<file path="src/rtl/rxt_pkg.sv">
package rxt_pkg;

    typedef enum logic [1:0] {
        ST_IDLE     = 2'd0,
        ST_ACTIVE   = 2'd1,
        ST_GAP_HOLD = 2'd2
    } rxt_state_e;

    typedef enum logic [1:0] {
        CLR_NONE  = 2'd0,
        CLR_COUNT = 2'd1,
        CLR_DESC  = 2'd2,
        CLR_GAP   = 2'd3
    } rxt_clr_e;

endpackage

</file>
<file path="src/rtl/rxt_set_detect.sv">
module rxt_set_detect
    import rxt_pkg::*;
(
    input  rxt_state_e state,
    input  logic       cmd_end_pulse,
    input  logic       cont_req_wr,
    output logic       set_start,
    output logic       set_resume
);

    // The command end bit starts a read from idle or hold; it also
    // counts as a set cause while active (so it beats a clear).
    // Continue applies only to a paused read.
    always_comb begin
        set_start  = cmd_end_pulse;
        set_resume = 1'b0;
        unique case (state)
            ST_IDLE:     set_resume = 1'b0;
            ST_ACTIVE:   set_resume = 1'b0;
            ST_GAP_HOLD: set_resume = cont_req_wr;
            default:     set_resume = 1'b0;
        endcase
    end

endmodule

</file>
<file path="src/rtl/rxt_clear_detect.sv">
module rxt_clear_detect
    import rxt_pkg::*;
#(
    parameter int CNT_W = 16
) (
    input  logic             sg_mode,
    input  logic             blk_done,
    input  logic [CNT_W-1:0] blk_remain,
    input  logic             desc_end,
    input  logic             gap_stop_req,
    input  logic             buf_empty,
    input  logic             blk_inflight,
    output rxt_clr_e         clr_cause
);

    localparam logic [CNT_W-1:0] LAST_CNT = CNT_W'(1);

    logic last_block;
    logic gap_drained;

    assign last_block  = blk_done && (blk_remain <= LAST_CNT);
    assign gap_drained = gap_stop_req && buf_empty && !blk_inflight;

    // A true end of transfer outranks a pause at the gap.
    always_comb begin
        clr_cause = CLR_NONE;
        if (sg_mode && desc_end) begin
            clr_cause = CLR_DESC;
        end else if (!sg_mode && last_block) begin
            clr_cause = CLR_COUNT;
        end else if (gap_drained) begin
            clr_cause = CLR_GAP;
        end
    end

endmodule

</file>
<file path="src/rtl/rxt_fsm.sv">
module rxt_fsm
    import rxt_pkg::*;
(
    input  logic       clk,
    input  logic       rst_n,
    input  logic       sw_rst,
    input  logic       set_start,
    input  logic       set_resume,
    input  rxt_clr_e   clr_cause,
    output rxt_state_e state,
    output logic       active,
    output logic       fall_evt
);

    rxt_state_e state_q;
    rxt_state_e state_d;

    // next-state logic
    always_comb begin
        state_d = state_q;
        unique case (state_q)
            ST_IDLE: begin
                if (set_start) state_d = ST_ACTIVE;          // T_START
            end
            ST_ACTIVE: begin
                if (set_start) begin
                    state_d = ST_ACTIVE;                     // set wins
                end else begin
                    unique case (clr_cause)
                        CLR_COUNT: state_d = ST_IDLE;        // T_DONE_COUNT
                        CLR_DESC:  state_d = ST_IDLE;        // T_DONE_DESC
                        CLR_GAP:   state_d = ST_GAP_HOLD;    // T_GAP_STOP
                        CLR_NONE:  state_d = ST_ACTIVE;
                        default:   state_d = ST_ACTIVE;
                    endcase
                end
            end
            ST_GAP_HOLD: begin
                if (set_start || set_resume) state_d = ST_ACTIVE; // T_START / T_RESUME
            end
            default: state_d = ST_IDLE;
        endcase
        if (sw_rst) state_d = ST_IDLE;                       // T_SWRST
    end

    // state register
    always_ff @(posedge clk or negedge rst_n) begin
        if (!rst_n) begin
            state_q <= ST_IDLE;
        end else begin
            state_q <= state_d;
        end
    end

    // outputs
    always_comb begin
        state    = state_q;
        active   = (state_q == ST_ACTIVE);
        fall_evt = (state_q == ST_ACTIVE) && (state_d != ST_ACTIVE) && !sw_rst;
    end

endmodule

</file>
<file path="src/rtl/rxt_irq_gen.sv">
module rxt_irq_gen (
    input  logic clk,
    input  logic rst_n,
    input  logic sw_rst,
    input  logic fall_evt,
    output logic irq
);

    logic fall_pend_q;
    logic irq_q;

    always_ff @(posedge clk or negedge rst_n) begin
        if (!rst_n) begin
            fall_pend_q <= 1'b0;
            irq_q       <= 1'b0;
        end else begin
            fall_pend_q <= fall_evt && !sw_rst;
            irq_q       <= fall_pend_q && !sw_rst;
        end
    end

    assign irq = irq_q;

endmodule

</file>
<file path="src/rtl/rd_xfer_tracker.sv">
module rd_xfer_tracker
    import rxt_pkg::*;
#(
    parameter int CNT_W = 16
) (
    input  logic             clk,
    input  logic             rst_n,
    input  logic             sw_rst,
    input  logic             cmd_end_pulse,
    input  logic             cont_req_wr,
    input  logic             gap_stop_req,
    input  logic             blk_done,
    input  logic [CNT_W-1:0] blk_remain,
    input  logic             sg_mode,
    input  logic             desc_end,
    input  logic             buf_empty,
    input  logic             blk_inflight,
    output logic             rd_active,
    output logic             xfer_done_irq
);

    rxt_state_e state_q;
    rxt_clr_e   clr_cause;
    logic       set_start;
    logic       set_resume;
    logic       fall_evt;

    rxt_set_detect u_set (
        .state         (state_q),
        .cmd_end_pulse (cmd_end_pulse),
        .cont_req_wr   (cont_req_wr),
        .set_start     (set_start),
        .set_resume    (set_resume)
    );

    rxt_clear_detect #(.CNT_W(CNT_W)) u_clr (
        .sg_mode      (sg_mode),
        .blk_done     (blk_done),
        .blk_remain   (blk_remain),
        .desc_end     (desc_end),
        .gap_stop_req (gap_stop_req),
        .buf_empty    (buf_empty),
        .blk_inflight (blk_inflight),
        .clr_cause    (clr_cause)
    );

    rxt_fsm u_fsm (
        .clk        (clk),
        .rst_n      (rst_n),
        .sw_rst     (sw_rst),
        .set_start  (set_start),
        .set_resume (set_resume),
        .clr_cause  (clr_cause),
        .state      (state_q),
        .active     (rd_active),
        .fall_evt   (fall_evt)
    );

    rxt_irq_gen u_irq (
        .clk      (clk),
        .rst_n    (rst_n),
        .sw_rst   (sw_rst),
        .fall_evt (fall_evt),
        .irq      (xfer_done_irq)
    );

endmodule

</file>
<file path="config.mk">
export PLATFORM = sky130hd
export DESIGN_NAME = rd_xfer_tracker
export DESIGN_NICKNAME = d
export VERILOG_FILES = /design/src/rtl/rxt_pkg.sv /design/src/rtl/rxt_set_detect.sv /design/src/rtl/rxt_clear_detect.sv /design/src/rtl/rxt_fsm.sv /design/src/rtl/rxt_irq_gen.sv /design/src/rtl/rd_xfer_tracker.sv
export SDC_FILE = /design/constraint.sdc
export NUM_CORES = 1
export LEC_CHECK = 0
export ABC_AREA = 0
export ABC_CLOCK_PERIOD_IN_PS = 1250
export BUFFER_PORTS_ARGS = -buffer_cell sky130_fd_sc_hd__buf_2
export CORE_AREA = 5 5 42 44
export CTS_BUF_LIST = sky130_fd_sc_hd__clkbuf_8 sky130_fd_sc_hd__clkbuf_16
export CTS_CLUSTER_DIAMETER = 30
export DETAILED_ROUTE_END_ITERATION = 6
export DIE_AREA = 0 0 47 49
export PLACE_DENSITY_LB_ADDON = 0.3
export SLEW_MARGIN = 20
export SYNTH_ARGS = -nofsm -noshare
export SYNTH_HDL_FRONTEND = slang
export SYNTH_SLANG_ARGS = --single-unit
</file>
<file path="constraint.sdc">
create_clock -name clk -period 1.25 [get_ports clk]
set_input_delay 0.0625 -clock clk [delete_from_list [all_inputs] [get_ports clk]]
set_output_delay 0.0625 -clock clk [all_outputs]
set_load 0.05 [all_outputs]
</file>
==> impl_metrics.env <==
export IMPL_ys_warnings_count=0
export IMPL_crit_path_top_delay_cell="sky130_fd_sc_hd__dfrtp_1"
export IMPL_postSynthCellCount=25
export IMPL_clock_root_buffer="sky130_fd_sc_hd__clkbuf_8"
export IMPL_final_area_sq_um=495.5
export IMPL_detailedRoute_firstPassIterationCount=1
export IMPL_cts_sinks=4
export IMPL_rows=14
export IMPL_endpoint_kind="flop"
export IMPL_setup_worst_path_start="u_fsm.state[1]$_DFF_PN0_"
export IMPL_share_of_the_clock_period_used_by_the_worst_path=0.9324
export IMPL_pre_cts_slack_ns=-0.09647
export IMPL_first_global_vias=327
export IMPL_vias_per_cell=4.347
export IMPL_hold_viol_final=0
export IMPL_reg2reg_setup_slack_ns=0.08
export IMPL_pwr_density_cell_mw_per_mm2=1005
export IMPL_critPathBufInv=0
export IMPL_die_area_sq_mm=0.002303
export IMPL_gpl_congestion=0.6455
export IMPL_skew_ns=0.004455
export IMPL_flow_area_growth_from_synthesis_pct=98.99
export IMPL_regToRegStartpoint="u_fsm.state[1]$_DFF_PN0_"
export IMPL_timing_final_crit_period_ns=1.166
export IMPL_globalRouteOverflowTotal=0
export IMPL_hpwlAfterDp_um=639.7
export IMPL_synth_cell_types=19
export IMPL_synth_yosys_seq_area_share=0.4020
export IMPL_worst_slack_ns=0.08448
export IMPL_worst_hold_path_type="in2reg"
export IMPL_synth_largest_area_cell="sky130_fd_sc_hd__dfrtp_1"
export IMPL_h_tree_depth=1
export IMPL_numCtsBuffers=3
export IMPL_p_leak_uw=0.0002675
export IMPL_fraction_of_post_synthesis_cell_area_in_the_top_cell_type_by_area=0.4020
export IMPL_antenna_found_initial=0
export IMPL_cts_buffer_depth=2
export IMPL_post_synthesis_instance_area_sq_um=249.0
export IMPL_drt_total_wl_um=717
export IMPL_final_setup_viol_count=0
export IMPL_pin_count_of_the_biggest_net_entering_global_routing=5
export IMPL_required_ns=1.39
export IMPL_placed_area_sq_um=426.7
export IMPL_first_iter_violations=0
export IMPL_crit_fanout=3
export IMPL_start_util=0.1777
export IMPL_maxCapViolations=0
export IMPL_numPortBuffers=27
export IMPL_clock_fmax_mhz=858.0
export IMPL_post_route_cells_drive_above_1_share=0.6780
export IMPL_rr_endpoint="u_fsm.state[1]$_DFF_PN0_"
export IMPL_min_delay_start="sw_rst"
export IMPL_vdd_ir_drop_max_uv=743.6
export IMPL_drc=0
export IMPL_syn_num_nets=52
export IMPL_cts_tree="yes"
export IMPL_outcome="completed"
export IMPL_clk_latency_ns=0.22
export IMPL_r2r_cells=5
export IMPL_tns_ns=0
export IMPL_fin_nets=88
export IMPL_vias_post_dr=326
export IMPL_die_width_um=47
export IMPL_yosys_register_bits=4
export IMPL_worst_slew_pin_slew_ns=0.2309
export IMPL_setup_worst_path_start_class="flop"
export IMPL_timing_critical_path_max_delay_family="flip-flops"
export IMPL_synth_avg_cell_area_sq_um=9.960
export IMPL_hold_depth=2
export IMPL_slew_violations=0
export IMPL_critPathArrivalTime_ns=1.31
export IMPL_fp_coreArea_sq_mm=0.001401
export IMPL_num_antenna_cells=0
export IMPL_total_power_uw=498.1
export IMPL_wire_length_of_the_first_global_routing_pass_um=1235
export IMPL_rsz0062_at_grt="no"
export IMPL_ant_nets=0
export IMPL_design_portCount=29
export IMPL_routed_wire_length_per_instance_um=9.560
export IMPL_max_stage_delay_ns=0.41
export IMPL_grtUsageTotal=0.07410
export IMPL_ys_top_cells_by_area="sky130_fd_sc_hd__dfrtp_1 (40%), sky130_fd_sc_hd__a211o_1 (7.0%), sky130_fd_sc_hd__nor2b_1 (5.0%)"
export IMPL_slew_headroom=0.8439
export IMPL_worst_hold_path_endpoint="u_fsm.state[1]$_DFF_PN0_"
export IMPL_worst_setup_hold_path_clk_slew_ns=0.03
export IMPL_nFillCells=155
export IMPL_criticalPathCategory="reg2reg"
export IMPL_chipHeight_um=49
export IMPL_path_cells="nor2b_4, and2_4, nand2_1, a211o_2, a21oi_2"
export IMPL_holdWs_ns=0.05341
==> where the power goes <==
group / switching (uW) / internal [uW] / leakage, uW
clock: 63.9 / 205 / 0.0000216
combinational: 39.3 / 53.4 / 0.000192
sequential: 2.44 / 134 / 0.0000543
total: 106 / 392 / 0.000268
==> flip-flops by register name, summed over array words and instances, names as in the netlist <==
| name | count |
|---|---|
| u_irq.fall_pend_q | 1 |
| u_irq.irq | 1 |
| u_fsm.state | 2 |
==> Yosys cell counts <==
cell	number
sky130_fd_sc_hd__a211o_1	2
sky130_fd_sc_hd__nor4_1	1
sky130_fd_sc_hd__or4_4	1
sky130_fd_sc_hd__a31oi_1	1
sky130_fd_sc_hd__nor3_1	1
sky130_fd_sc_hd__and3b_1	1
sky130_fd_sc_hd__and4_1	1
sky130_fd_sc_hd__nor4b_1	1
sky130_fd_sc_hd__nand2_1	2
sky130_fd_sc_hd__nor2b_1	2
sky130_fd_sc_hd__nor3_2	1
sky130_fd_sc_hd__dfrtp_1	4
sky130_fd_sc_hd__or4b_2	1
sky130_fd_sc_hd__a211oi_1	1
sky130_fd_sc_hd__a211o_2	1
sky130_fd_sc_hd__inv_1	1
sky130_fd_sc_hd__nor2_1	1
sky130_fd_sc_hd__and2_1	1
sky130_fd_sc_hd__a21oi_1	1
==> through the flow <==
stage | instances | utilization
after CTS | 74 | 0.3464
after global placement | 70 | 0.3045
after global routing | 75 | 0.3536
after detailed placement | 70 | 0.3045
final | 75 | 0.3536
after floorplan | 25 | -
==> worst max path at each step <==
stage / endpoint / slack [ns] / cells past startpoint
CTS: u_fsm.state[1]$_DFF_PN0_ / 0.05 / 5
detailed placement: u_irq.fall_pend_q$_DFF_PN0_ / -0.1 / 6
global route: u_fsm.state[1]$_DFF_PN0_ / 0.0008 / 5
finish: u_fsm.state[1]$_DFF_PN0_ / 0.08 / 5
floorplan: u_fsm.state[1]$_DFF_PN0_ / -0.13 / 5
global placement: u_irq.fall_pend_q$_DFF_PN0_ / -0.10 / 6
==> cells in the final DEF, fill, tap and decap left out, drive strengths merged, types with 2 or more instances in the layout <==
cell,count
nor3,2
nand2,2
a211o,3
dfrtp,4
nor2b,2
clkbuf,3
buf,30
==> what timing repair did <==
action	CTS	global route
endpoints found under the hold margin	4	0
endpoints found under the setup margin	1	1
pin swaps	1	1
resized for setup	2	1
setup buffers	0	1
hold buffers	1	0
==> final cells by class <==
| class | instances | area [sq um] | share of cell area |
|---|---|---|---|
| Inverter | 1 | 3.754 | 0.007576 |
| Sequential cell | 4 | 100.1 | 0.2020 |
| Clock buffer | 3 | 41.29 | 0.08333 |
| Multi-Input combinational cell | 20 | 162.7 | 0.3283 |
| Timing Repair Buffer | 31 | 167.7 | 0.3384 |
| Tap cell | 16 | 20.02 | 0.04040 |
==> routing by layer <==
layer	wire (um)	vias to the layer above	global-route usage	part of all wire
met5	0	-	0	0
met4	0	0	0	0
met3	151	0	0.07380	0.21
met2	249	27	0.08597	0.35
met1	316	133	0.1040	0.44
li1	-	166	-	-
==> cells by family after synthesis <==
family          after synthesis  share of synthesized area
compound gates                6                     0.1860
buf+inv                       1                    0.01506
flops                         4                     0.4020
simple gates                 14                     0.3970
No activity file was read; power rests on OpenSTA's default activity.
